<file path="src/rtl/irq_pkg.sv">
package irq_pkg;

    // Register width and address width of the software port
    localparam int unsigned REG_W   = 32;
    localparam int unsigned ADDR_W  = 4;

    // Word addresses of the two registers
    localparam int unsigned CAUSE_IDX  = 0;
    localparam int unsigned UNMASK_IDX = 1;

    // Legacy interrupt group: a run of LEG_CNT bits starting at LEG_LO
    localparam int unsigned LEG_LO  = 24;
    localparam int unsigned LEG_CNT = 4;

    // Kind of access the port decodes in a given cycle
    typedef enum logic [1:0] {
        ACC_NONE  = 2'd0,
        ACC_READ  = 2'd1,
        ACC_WRITE = 2'd2
    } acc_e;

endpackage

</file>
<file path="src/rtl/irq_cause_bank.sv">
module irq_cause_bank #(
    parameter int unsigned W = 32
) (
    input  logic         clk,
    input  logic         rst_n,
    input  logic [W-1:0] set_i,
    input  logic [W-1:0] clr_i,
    output logic [W-1:0] cause_o
);

    typedef struct packed {
        logic [W-1:0] cause;
    } bank_st_t;

    bank_st_t st_d, st_q;

    // Clear first, then set: a request in the same cycle as its clear survives
    always_comb begin
        st_d       = st_q;
        st_d.cause = (st_q.cause & ~clr_i) | set_i;
    end

    always_ff @(posedge clk or negedge rst_n) begin
        if (!rst_n) begin
            st_q <= '0;
        end else begin
            st_q <= st_d;
        end
    end

    assign cause_o = st_q.cause;

endmodule

</file>
<file path="src/rtl/irq_regport.sv">
module irq_regport #(
    parameter int unsigned W          = 32,
    parameter int unsigned AW         = 4,
    parameter int unsigned CAUSE_IDX  = 0,
    parameter int unsigned UNMASK_IDX = 1
) (
    input  logic          clk,
    input  logic          rst_n,
    input  logic          sel_i,
    input  logic          we_i,
    input  logic [AW-1:0] addr_i,
    input  logic [W-1:0]  wdata_i,
    input  logic [W-1:0]  cause_i,
    output logic [W-1:0]  unmask_o,
    output logic [W-1:0]  clr_o,
    output logic [W-1:0]  rdata_o
);

    import irq_pkg::*;

    localparam logic [AW-1:0] A_CAUSE  = AW'(CAUSE_IDX);
    localparam logic [AW-1:0] A_UNMASK = AW'(UNMASK_IDX);

    typedef struct packed {
        logic [W-1:0] unmask;
        logic [W-1:0] rdata;
    } port_st_t;

    port_st_t st_d, st_q;
    acc_e     acc;
    logic     hit_cause;
    logic     hit_unmask;

    always_comb begin
        if (!sel_i)     acc = ACC_NONE;
        else if (we_i)  acc = ACC_WRITE;
        else            acc = ACC_READ;
    end

    assign hit_cause  = (addr_i == A_CAUSE);
    assign hit_unmask = (addr_i == A_UNMASK);

    always_comb begin
        st_d  = st_q;
        clr_o = '0;
        unique case (acc)
            ACC_WRITE: begin
                if (hit_cause)  clr_o       = wdata_i;
                if (hit_unmask) st_d.unmask = wdata_i;
            end
            ACC_READ: begin
                if (hit_cause)       st_d.rdata = cause_i;
                else if (hit_unmask) st_d.rdata = st_q.unmask;
                else                 st_d.rdata = '0;
            end
            default: ;
        endcase
    end

    always_ff @(posedge clk or negedge rst_n) begin
        if (!rst_n) begin
            st_q <= '0;
        end else begin
            st_q <= st_d;
        end
    end

    assign unmask_o = st_q.unmask;
    assign rdata_o  = st_q.rdata;

endmodule

</file>
<file path="src/rtl/irq_line_split.sv">
module irq_line_split #(
    parameter int unsigned W   = 32,
    parameter int unsigned LO  = 24,
    parameter int unsigned CNT = 4
) (
    input  logic [W-1:0] cause_i,
    input  logic [W-1:0] unmask_i,
    output logic         legacy_o,
    output logic         error_o
);

    logic [W-1:0] grp;
    logic [W-1:0] pend;

    // Membership of each bit in the legacy group
    for (genvar i = 0; i < W; i++) begin : g_grp
        if (i >= LO && i < LO + CNT) begin : g_in
            assign grp[i] = 1'b1;
        end else begin : g_out
            assign grp[i] = 1'b0;
        end
    end

    assign pend     = cause_i & unmask_i;
    assign legacy_o = |(pend & grp);
    assign error_o  = |(pend & ~grp);

endmodule

</file>
<file path="src/rtl/dual_irq_ctrl.sv">
module dual_irq_ctrl #(
    parameter int unsigned W          = irq_pkg::REG_W,
    parameter int unsigned AW         = irq_pkg::ADDR_W,
    parameter int unsigned CAUSE_IDX  = irq_pkg::CAUSE_IDX,
    parameter int unsigned UNMASK_IDX = irq_pkg::UNMASK_IDX,
    parameter int unsigned LEG_LO     = irq_pkg::LEG_LO,
    parameter int unsigned LEG_CNT    = irq_pkg::LEG_CNT
) (
    input  logic          clk,
    input  logic          rst_n,
    input  logic [W-1:0]  evt_req,
    input  logic          reg_sel,
    input  logic          reg_we,
    input  logic [AW-1:0] reg_addr,
    input  logic [W-1:0]  reg_wdata,
    output logic [W-1:0]  reg_rdata,
    output logic          irq_legacy,
    output logic          irq_error
);

    logic [W-1:0] cause_w;
    logic [W-1:0] unmask_w;
    logic [W-1:0] clr_w;

    irq_cause_bank #(.W(W)) u_bank (
        .clk     (clk),
        .rst_n   (rst_n),
        .set_i   (evt_req),
        .clr_i   (clr_w),
        .cause_o (cause_w)
    );

    irq_regport #(
        .W          (W),
        .AW         (AW),
        .CAUSE_IDX  (CAUSE_IDX),
        .UNMASK_IDX (UNMASK_IDX)
    ) u_port (
        .clk      (clk),
        .rst_n    (rst_n),
        .sel_i    (reg_sel),
        .we_i     (reg_we),
        .addr_i   (reg_addr),
        .wdata_i  (reg_wdata),
        .cause_i  (cause_w),
        .unmask_o (unmask_w),
        .clr_o    (clr_w),
        .rdata_o  (reg_rdata)
    );

    irq_line_split #(
        .W   (W),
        .LO  (LEG_LO),
        .CNT (LEG_CNT)
    ) u_split (
        .cause_i  (cause_w),
        .unmask_i (unmask_w),
        .legacy_o (irq_legacy),
        .error_o  (irq_error)
    );

endmodule

</file>
<file path="config.mk">
export PLATFORM = sky130hd
export DESIGN_NAME = dual_irq_ctrl
export DESIGN_NICKNAME = d
export VERILOG_FILES = /design/src/rtl/irq_pkg.sv /design/src/rtl/irq_cause_bank.sv /design/src/rtl/irq_regport.sv /design/src/rtl/irq_line_split.sv /design/src/rtl/dual_irq_ctrl.sv
export SDC_FILE = /design/constraint.sdc
export NUM_CORES = 1
export LEC_CHECK = 0
export ABC_AREA = 1
export BUFFER_PORTS_ARGS = -buffer_cell sky130_fd_sc_hd__buf_2
export CORE_UTILIZATION = 40
export CTS_BUF_LIST = sky130_fd_sc_hd__clkbuf_8
export DETAILED_ROUTE_END_ITERATION = 12
export GPL_ROUTABILITY_DRIVEN = 0
export SLEW_MARGIN = 15
export SYNTH_ARGS = -nofsm -noshare
export SYNTH_HDL_FRONTEND = slang
export SYNTH_SLANG_ARGS = --single-unit
</file>
<file path="constraint.sdc">
create_clock -name clk -period 1.05 [get_ports clk]
set_input_delay 0.21 -clock clk [delete_from_list [all_inputs] [get_ports clk]]
set_output_delay 0.21 -clock clk [all_outputs]
set_load 0.02 [all_outputs]
</file>
==> impl.org, run 1 <==
** Clocking
- CTS built an H-tree with a depth of 3.
- After clock tree synthesis, the clock-pin slew on the worst setup and hold paths is ~0.090 ns.
- The tree is rooted in a clkbuf_8.
- CTS tree :: done
- The later pin in the worst-skew pair is clocked with a latency of 0.37 ns.
- The clock passes through at most 2 buffers.
- Clock tree synthesis found a total of 96 sinks.
- Number of buffers inserted during clock tree synthesis :: 9

** Yosys
- Most numerous cell types in the synthesized netlist :: 241 x nand2_1, 96 x dfrtp_1, 42 x nor2_1, 37 x inv_1, 36 x o21ai_0
- Flop and latch count out of synthesis :: 96
- Biggest area consumer among synthesized cells :: dfrtp_1
- Most frequent cell after synthesis :: nand2_1
- Synthesis handed over a netlist of 582 instances.
- Synthesized area per cell :: 7.806 um^2
- In the synthesized netlist the async set-or-reset flop fraction comes to 100.0%.
- Total number of yosys warnings :: 0
- Count of different cell masters after synthesis :: 17
- Summed over its instances, the top area cell type makes up between 50% and 60% of the synthesized netlist area.
- In the synthesized netlist the dominant register cell turns out to be dfrtp_1.
- Sequential elements use 52.88% of the synthesized area.
- Post-synth design cell area :: 0.004543 mm^2
- Yosys mapped a number of flops with a built-in enable equal to 0.
- By area the synthesized netlist is led by dfrtp_1 53%, nand2_1 20%, o21bai_1 5.3%, o21ai_0 4.0%, nand3_1 3.5%.
- The number of nets handed over by synthesis was 654.

** Power
- Combinational group share of total power :: 21.2%
- VDD sags by at most 0.7645 mV.
- P_sw :: 0.002379 W
- Standby leakage power :: 3.538 nW
- Part of the total power dissipated in the clock network :: 29.3%
- For this design the ratio of total power to cell area is 1355 mW/mm^2.
- Relative contribution of sequential cells to total power :: 49.4%
- Cell internal power dissipation :: 0.006080 W
- Net switching is 28.13% of the power.

** GRT
- Global routing used 23.39% of the available tracks across all layers.
- Residual overflow from global routing :: 0
- Number of antenna violations at the first check in global routing :: 0
- Via count of the first global-routing pass :: 4445
- Wire length of the first global-routing pass :: 20.96 mm
- Entering global routing, the biggest net connects roughly 50 pins.

** Setup path
- Data arrival, critical path :: ~1.4 ns
- Endpoint type of the worst setup path :: primary output
- CP max stage delay :: roughly 0.4 ns
- The worst register-to-register path begins at u_port.unmask_o[2].
- Together, buffers and inverters on the worst path number 1.
- Cell repeated most along the worst path :: nand2_1
- Setup slack on the worst reg-to-reg path comes out at 0.07 ns.
- CP max-delay cell :: dfrtp_1
- In this run the worst path has a maximum fanout of 2.
- CP cell instances :: nand2_1 > nand2_1 > nor2_2 > nand2_1 > nor2_1 > nand2_1 > buf_6
- The critical path is of the reg -> out type.
- In this design, the largest share of critical-path delay is due to simple AND/OR/NAND/NOR gates.
- Tracing the worst setup path back leads to its startpoint at u_bank.cause_o[13].
- Data required time at the worst endpoint :: 0.84 ns
- The worst setup path is launched from a register.

** Drt
- Violation count after the first detailed-route iteration :: 211
- Dividing the detail-routed via count by the number of cells gives 4.732.
- Detailed routing inserted a total of 4235 vias.
- The first detailed-routing pass took 4 iterations.
- Once detail routing completed, the nets flagged for antenna violations numbered 0.
- DRC violation count after routing :: 0
- Post-detailed-route wirelength per cell :: 14.10 um
- Wire length after detailed routing :: between 10 and 15 mm

** Min path
- Worst hold path startpoint :: evt_req[29]
- Worst hold path class :: in -> reg

** Floorplan
- In this run the core area contains 38 standard-cell rows.
- In this run the standard cell core region covers between 0.01 and 0.015 mm^2.
- In this run the count of I/O pins placed on the die edge is 106.
- The die covers roughly 0.012 mm^2.
- Once the floorplan was initialized, standard cells occupied 41.54% of the core.
- The die is 108.6 um wide.
- Height of the chip :: 108.6 um

** Cells and area
- Non-filler cells, final :: 895
- Number of fill cells in the layout :: 1089
- Ratio of cells with drive above 1 in the final layout :: roughly 28%
- Ant. Diodes :: 0
- The final layout contains 822 nets.
- From synthesis to final layout, the design area changed by 37.46%.
- Final instance area :: 0.006245 mm^2
- For this run, the share of the core covered by cells in the final layout is between 50% and 60%.

** Placement
- Detail Placement HPWL :: 8.840 mm
- OpenSTA, run right after detailed placement, puts the worst setup slack at -0.2419 ns.
- I/O Buffers :: 105
- The placed instances occupy a cell area of ~0.0056 mm^2.
- Cell count after placement :: 852

** STA
- The worst path uses 156.0% of the clock period.
- Setup repair after global routing missed its margin :: true
- Subtracting the final worst setup slack from the clock period gives 1.638 ns.
- Final Hold Vio Count :: 0
- Headroom to the max-slew limit came out at 81.16%.
- Based on the critical path, the design can be clocked at up to 610.3 MHz.
- Setup violations remaining at the end of the flow were counted as 34.
- After layout, the worst setup slack is -0.5884 ns.
- Count of pins over their slew limit :: 0
- Measured slew at the worst slew-check pin :: 0.2825 ns
- Setup TNS Final :: -2.904 ns
- On the final layout, the worst clock skew is 0.008735 ns.

** Run status
- Violated checks :: setup timing
- Result of the run :: complete, but fails checks

** Job
- Max-capacitance violation count :: 0
==> power groups by stage <==
stage	clock [W]	sequential (W)	combinational, W
6_report	0.00248	0.00418	0.00180
2_1_floorplan	0	0.00431	0.000642
3_3_place_gp	0	0.00422	0.00158
3_5_place_dp	0	0.00424	0.00160
4_1_cts	0.00254	0.00418	0.00176
5_1_grt	0.00267	0.00422	0.00201
==> timing repair <==
action / 4_1_cts / 5_1_grt
pin swaps: 10 / 5
endpoints found under the hold margin: 96 / 0
endpoints found under the setup margin: 34 / 36
resized for setup: 70 / 6
setup buffers: 17 / 10
hold buffers: 1 / 0
gates cloned: 0 / 0
==> layout by cell type, fill, tap and decap left out, types with 3 or more instances in the layout <==
cell / n
nand2_1: 241
dfrtp_1: 96
buf_4: 73
buf_2: 70
nor2_1: 39
inv_1: 38
o21ai_0: 35
buf_6: 35
o21bai_1: 32
nand3_1: 31
o21ai_1: 29
clkbuf_8: 11
buf_12: 8
nor2_2: 4
nor2_4: 3
==> per-stage QoR <==
| stage | hold slack [ns] | total power [W] |
|---|---|---|
| floorplan | -0.08559 | 0.004950 |
| global placement | 0.2223 | 0.005802 |
| global route | 0.02643 | 0.008901 |
| detailed placement | 0.2288 | 0.005838 |
| CTS | 0.01529 | 0.008482 |
| finish | 0.03134 | 0.008459 |
==> sequential cells by signal, summed over array words and instances (netlist names) <==
signal / cells
u_port.unmask_o: 32
u_port.rdata_o: 32
u_bank.cause_o: 32
==> final cells by class <==
class	count	area, um^2	area share (%)
multi-input cells	418	1863	29.83
clock inverters	5	47.55	0.7614
clock buffers	11	151.4	2.424
repair buffers	187	1463	23.42
flip-flops and latches	96	2402	38.47
well taps	140	175.2	2.805
inverters	38	142.6	2.284
==> worst paths after layout <==
kind                                       to  cells after the start
max                                 irq_error                      7
min                        u_bank.cause_o[29]                      2
max reg2reg                 u_port.rdata_o[2]                      6
min reg2reg                u_port.rdata_o[30]                      2
max in group asynchronous  u_port.rdata_o[25]                      3
min in group asynchronous  u_port.rdata_o[18]                      3
==> metal layers <==
layer,track usage (%),wire length (um),vias up
met3,3.556,468,16
met4,10.33,232,0
li1,-,-,2158
met2,38.74,6165,90
met5,0,0,-
met1,30.20,5749,1971
==> cell families after synthesis <==
kind of cell	synth area share, %
AOI/OAI and AO/OA	12.53
buffers and inverters	6.527
DFF	52.88
and+or+nand+nor	28.06
No activity file was read; power rests on OpenSTA's default activity.
==> run 2: changes to the inputs <==
--- a/config.mk
+++ b/config.mk
@@ -7,10 +7,12 @@
 export LEC_CHECK = 0
 export ABC_AREA = 1
 export BUFFER_PORTS_ARGS = -buffer_cell sky130_fd_sc_hd__buf_2
-export CORE_UTILIZATION = 40
+export CORE_UTILIZATION = 50
 export CTS_BUF_LIST = sky130_fd_sc_hd__clkbuf_8
 export DETAILED_ROUTE_END_ITERATION = 12
 export GPL_ROUTABILITY_DRIVEN = 0
+export GPL_TIMING_DRIVEN = 0
+export PLACE_DENSITY = 0.75
 export SLEW_MARGIN = 15
 export SYNTH_ARGS = -nofsm -noshare
 export SYNTH_HDL_FRONTEND = slang
==> impl.org, run 2 (synthesized netlist as in run 1, its figures left out) <==
** GRT
- The initial antenna violation count was 0.
- The first global-routing pass estimated 20.18 mm of wire.
- Combined global-route utilization of all metal layers :: approximately 27%
- The via count of the first global-routing pass is 4243.
- Residual overflow from global routing :: 0
- Entering global routing, the biggest net connects 57 pins.

** STA
- Max Freq :: 622.0 MHz
- The count of endpoints failing hold in the final timing report came to 55.
- Measured slew at the worst slew-check pin :: 0.7384 ns
- The number of pins exceeding their max-slew limit in the final report came to 0.
- Relative slew slack :: 50.77%
- Min cycle time layout :: 1.608 ns
- Final hold analysis gives a worst-case slack of -0.1076 ns.
- Setup repair after global routing missed its margin :: true
- The final critical path takes up 153.1% of the cycle.
- On the final layout, the worst clock skew is 0.005006 ns.
- Final worst setup slack :: -0.5578 ns
- Setup violations remaining at the end of the flow were counted as 34.

** Setup path
- Data required time at the worst endpoint :: ~0.84 ns
- Critical-path maximum fanout :: 3
- For this run, the slowest stage of the critical path takes 0.40 ns.
- CP cell instances :: nand2_1 > nand2_1 > nor2_2 > nand2_1 > nor2_1 > nand2_1 > buf_6
- Worst R2R Setup Slack :: 0.02 ns
- Together, buffers and inverters on the worst path number 1.
- The worst setup path is of the reg -> out kind.
- FF-to-FF End :: u_port.rdata_o[6]
- On the critical path, the stage with the largest delay is an instance of dfrtp_1.
- Data arrival, critical path :: around 1.4 ns
- Nature of the critical path startpoint :: register
- Cell repeated most along the worst path :: nand2_1
- Worst reg2reg path startpoint :: u_port.unmask_o[6]
- For the worst flop-to-flop path, the logic depth is 6.
- Endpoint type of the worst setup path :: primary output
- In this design, the largest share of critical-path delay is due to simple AND/OR/NAND/NOR gates.

** Drt
- DRC violation count after routing :: 0
- Wire length on met3 :: 746 um
- Avg Vias per Cell :: 5.158
- For this run, the detailed router's first-pass iteration total came to 5.
- Wire length after detailed routing :: 12.37 mm
- Met2 WL :: roughly 6.0 mm
- The first routing iteration left 247 violations.
- For this block, wires on met1 add up to 5.479 mm.
- The routed layout has 4379 vias.
- Dividing the detail-routed wire length by the instance count gives 14.57 um.
- The detailed router used layers up to and including met4.
- The count of nets left with antenna violations once routing finished came out at 0.

** Clocking
- After clock tree synthesis, the clock-pin slew on the worst setup and hold paths is 0.09 ns.
- TritonCTS built the clock tree.
- Number of buffers inserted during clock tree synthesis :: 9
- Depth of the CTS H-tree :: 3
- Skew-Pair Late Insertion Delay :: about 0.36 ns
- Counting along the longest clock path gives a buffer depth of 2.
- The tree is rooted in a clkbuf_8.
- Count of clock tree sinks :: 96

** Job
- The tool flagged a number of max-cap violations equal to 0.

** Cells and area
- Area of the multi-input gates :: about 0.0019 mm^2
- Leaving out fill and tap cells, the most frequent cells in the layout are 240 x nand2_1, 96 x dfrtp_1, 82 x buf_2.
- Synth-to-layout area growth :: 31.64%
- In the final layout, the share of cells above drive strength 1 is between 20% and 30%.
- Number of fill cells in the layout :: 748
- Across the whole layout, storage elements account for around 0.0024 mm^2.
- After the last flow step, the layout net total stands at around 800.
- Ant. Diodes :: 0
- Non-filler cells, final :: 849
- Commonest non-fill, non-tap cell in the layout :: nand2_1

** Power
- VDD sags by at most 0.8707 mV.
- Standby leakage power :: 3.391 nW
- Power spread over the standard cell area amounts to 1408 mW/mm^2.

** Floorplan
- Core box area :: a little under 0.009 mm^2
- Die boundary width :: 97.32 um
- Floorplan row count :: 34
- The floorplan step defined a die boundary enclosing around 0.0095 mm^2.
- Initial core utilization :: 51.84%
- For this design the top-level I/O count stands at about 110.
- Height of the chip :: 97.32 um

** Placement
- Counting tap cells, the placed design contains a total of 796 instances.
- The count of buffers added on input and output ports is 105.
- Detailed placement ended at an HPWL of 8.290 mm.

** Min path
- Worst hold path class :: in -> async

** Run status
- Result of the run :: complete, but fails checks
- The final reports fail on hold timing, setup timing.
## run 2: worst max path at each step
stage / start / end / slack [ns] / depth (start not counted)
2_1_floorplan: u_port.unmask_o[9] / irq_error / 0.02 / 6
3_3_place_gp: rst_n / u_bank.cause_o[6] / -1.18 / 1
3_5_place_dp: reg_addr[3] / u_port.unmask_o[6] / -0.33 / 6
4_1_cts: u_bank.cause_o[7] / irq_error / -0.59 / 7
5_1_grt: u_port.unmask_o[8] / irq_error / -0.67 / 7
6_report: u_port.unmask_o[4] / irq_error / -0.56 / 7
## run 2: layer usage
layer | vias up | GRT usage (%)
li1 | 2134 | -
met1 | 2046 | 37.21
met2 | 183 | 43.45
met3 | 16 | 4.460
met4 | 0 | 9.050
met5 | - | 0
## run 2: repair_timing
action                                  CTS  global route
setup buffers                            23            16
pin swaps                                 5             9
endpoints found under the hold margin    55            55
gates resized for setup                  70            20
gates cloned                              0             0
endpoints found under the setup margin   34            50
## run 2: layout make-up
class	count	area share, %
Buffer	30	2.761
Clock buffer	10	2.301
Clock inverter	4	1.172
Inverter	38	2.385
Multi-Input combinational cell	418	31.34
Sequential cell	96	40.17
Tap cell	108	2.259
Timing Repair Buffer	145	17.62
## run 2: per-stage QoR
| stage | power [W] | worst slack, ns | instance area [um^2] | TNS (ns) | util [%] |
|---|---|---|---|---|---|
| floorplan | 0.004950 | 0.01990 | 4543 | 0 | - |
| global placement | 0.005452 | -1.175 | 5204 | -132.34 | 59.38 |
| detailed placement | 0.005515 | -0.3350 | 5226 | -22.06 | 59.64 |
| CTS | 0.008330 | -0.5871 | 5824 | -3.020 | 66.46 |
| global route | 0.008808 | -0.6713 | 5981 | -3.888 | 68.25 |
| finish | 0.008420 | -0.5578 | 5981 | -2.615 | 68.25 |
## run 2: report_power, final
| group | total (W) | leakage, nW | internal (W) | switching (W) |
|---|---|---|---|---|
| clock | 0.00262 | 0.108 | 0.00137 | 0.00125 |
| sequential | 0.00421 | 1.13 | 0.00400 | 0.000215 |
| combinational | 0.00159 | 2.15 | 0.000704 | 0.000882 |
| total | 0.00842 | 3.39 | 0.00608 | 0.00234 |
## run 2: worst reg2reg max path: cells and delay by family (launching register included)
family                 cells  cell delay [ns]
AOI/OAI and AO/OA          1             0.07
buffers and inverters      2             0.27
DFF                        1             0.40
and+or+nand+nor            3             0.19
==> run 3: changes to the inputs <==
==> constraint.sdc (replaced) <==
create_clock -name clk -period 1.05 [get_ports clk]
set_input_delay 0.0525 -clock clk [delete_from_list [all_inputs] [get_ports clk]]
set_output_delay 0.0525 -clock clk [all_outputs]
set_load 0.02 [all_outputs]
==> impl.org, run 3 (synthesized netlist as in run 1, its figures left out) <==
** Clocking
- Buffers inserted during clock tree synthesis total 9.
- Count of clock tree sinks :: 96
- Depth of the CTS H-tree :: 3
- The cell sitting at the root of the clock tree is a clkbuf_8.
- Skew-Pair Late Insertion Delay :: about 0.36 ns
- Clock Pin Slew Worst Setup and Hold Paths :: 0.09 ns
- The longest clock path from root to sink contains 2 buffers.
- CTS tree :: done

** Floorplan
- After floorplanning, the core was divided into 34 placement rows.
- Pin placement for this block handled 106 I/O pins.
- Once the floorplan was initialized, standard cells occupied 51.84% of the core.
- Die area :: 0.009471 mm^2
- In this run the horizontal extent of the chip is between 90 and 100 um.
- The floorplan step defined a core boundary enclosing 0.008763 mm^2.
- In this run the vertical extent of the chip is 97.32 um.

** Power
- Design Power :: 0.008446 W
- Standby leakage power :: 3.469 nW
- Dividing total power by cell area gives a power density of 1365 mW/mm^2.
- IR analysis of the VDD net gives a maximum drop of 0.8976 mV.

** STA
- Min cycle time layout :: 1.456 ns
- Tcrit/Tclk final :: 138.7%
- Measured slew at the worst slew-check pin :: around 0.58 ns
- Measured against its own limit, the worst slew margin works out to between 60% and 70%.
- Count of pins over their slew limit :: 0
- Final worst setup slack :: -0.4058 ns
- Max Freq :: 686.9 MHz
- Post-route clock skew :: between 0.005 and 0.006 ns
- Setup repair after global routing could not meet its margin everywhere.
- Setup-failing EPs final :: 2
- Final Hold Vio Count :: 0

** Min path
- The worst hold path terminates at u_port.rdata_o[0].
- Worst Hold Depth :: 4
- Worst hold path startpoint :: reg_we
- Worst hold path class :: in -> reg

** GRT
- The first global-routing pass estimated 21.60 mm of wire.
- Summed over all layers, the global routing overflow is 0.
- The via count of the first global-routing pass was approximately 4600.
- Combined global-route utilization of all metal layers :: between 20 and 30%
- The initial antenna violation count is 0.
- Entering global routing, the biggest net connects 57 pins.

** Setup path
- The slowest stage of the critical path belongs to the cell dfrtp_1.
- STA classifies the critical path endpoint as a primary output.
- Across all register-to-register paths, the minimum setup slack is roughly 0.03 ns.
- Along the worst path, the maximum fanout reaches 2.
- In this design, the stage delay of the slowest critical-path cell is approximately 0.39 ns.
- In this run the critical register-to-register path is launched from u_port.unmask_o[2].
- Counting stages on the worst path, the most repeated cell is nand2_1.
- STA classifies the critical path startpoint as a register.
- Data on the critical path is required at its endpoint by 1.00 ns.
- Category of the critical setup timing path :: reg -> out
- FF-to-FF End :: u_port.rdata_o[2]
- Data arrives at the worst endpoint at 1.40 ns.
- Depth of the worst register-to-register path :: 5
- CP cell instances :: nand2_1 > nand2_1 > nor2_1 > nand2_1 > nor2_1 > nand2_1 > buf_6

** Cells and area
- Commonest non-fill, non-tap cell in the layout :: nand2_1
- 0 antenna diodes ended up in the layout.
- Number of fill cells in the layout :: 696
- Fin nets :: roughly 850
- In the final layout, the multi-input gates occupy roughly 0.0019 mm^2.
- Area taken by flip-flops and latches :: 0.002402 mm^2
- The top cell types in the final layout, fill and taps aside, are 240 x nand2_1, 117 x buf_2, 96 x dfrtp_1.
- Synth-to-layout area growth :: 36.24%
- Ratio of cells with drive above 1 in the final layout :: a little over a fifth

** Drt
- After detailed routing, the number of remaining DRC violations is 0.
- The final layout contains routed wiring with a total length of 13.17 mm.
- Number of detailed-routing iterations run before antenna repair :: 5
- In this run, the number of DRC markers left after iteration 0 of detailed routing was ~240.
- Post-DRT Antenna Nets :: 0
- Post-detailed-route wirelength per cell :: 14.90 um
- After detailed routing, the number of vias per cell comes to 5.197.
- Vias after detailed routing :: about 4600

** Job
- Max-capacitance violation count :: 0

** Placement
- Detail Placement HPWL :: ~8.3 mm
- Buffers placed on the I/O ports in this run total 105.
- Timing analysis after detailed placement gives a worst setup slack of -0.1775 ns.

** Run status
- Result of the run :: complete, but fails checks
- The final reports fail on setup timing.
[run 3: worst max-delay path: cells and delay by family (launching register included)]
| family | cells | cell delay, ns |
|---|---|---|
| AND/OR/NAND/NOR | 6 | 0.51 |
| buffers and inverters | 1 | 0.14 |
| flip-flops | 1 | 0.39 |
[run 3: metrics by stage]
| stage | hold WS (ns) | instance area (um^2) | util, % | std cells | setup TNS [ns] |
|---|---|---|---|---|---|
| after floorplan | -0.2431 | 4543 | - | 582 | 0 |
| after global placement | 0.2473 | 5204 | 59.38 | 795 | -102.56 |
| after detailed placement | 0.1577 | 5226 | 59.64 | 796 | -7.361 |
| after CTS | 0.008150 | 6155 | 70.23 | 882 | -0.5778 |
| after global routing | 0.01292 | 6190 | 70.63 | 884 | -0.7108 |
| final | 0.002477 | 6190 | 70.63 | 884 | -0.5459 |
[run 3: area by class of cell]
class	count	share of cell area, %
Sequential cell	96	38.81
Multi-Input combinational cell	418	30.14
Timing Repair Buffer	180	20.72
Buffer	30	2.486
Inverter	38	2.304
Clock buffer	10	2.224
Tap cell	108	2.183
Clock inverter	4	1.132
[run 3: what timing repair did]
item	CTS	global route
setup buffers	7	2
setup endpoints to repair	2	43
cloned	0	0
hold endpoints to repair	119	0
pin swaps	5	10
hold buffers	65	0
gates resized for setup	6	8
[run 3: worst max path at each step]
stage / startpoint / end / slack [ns] / cells after the start
after global placement: rst_n / u_bank.cause_o[6] / -1.02 / 1
final: u_bank.cause_o[17] / irq_error / -0.41 / 7
after detailed placement: reg_addr[3] / u_port.unmask_o[6] / -0.18 / 6
after CTS: u_bank.cause_o[7] / irq_error / -0.43 / 7
after global routing: u_port.unmask_o[8] / irq_error / -0.52 / 7
after floorplan: u_port.unmask_o[9] / irq_error / 0.18 / 6
[run 3: power breakdown]
part	switching, W	internal [W]	total [W]	leakage [nW]
Sequential	0.000202	0.00400	0.00420	1.13
Combinational	0.000899	0.000702	0.00160	2.23
Clock	0.00127	0.00137	0.00265	0.108
Total	0.00237	0.00607	0.00845	3.47
[run 3: metal layers]
layer  GRT usage, %  up-vias  share of wire (%)
li1               -     2205                  -
met5              0        -                  0
met4          8.710        0                2.2
met3          6.403       35                6.3
met2          48.16      218                 49
met1          38.10     2136                 42
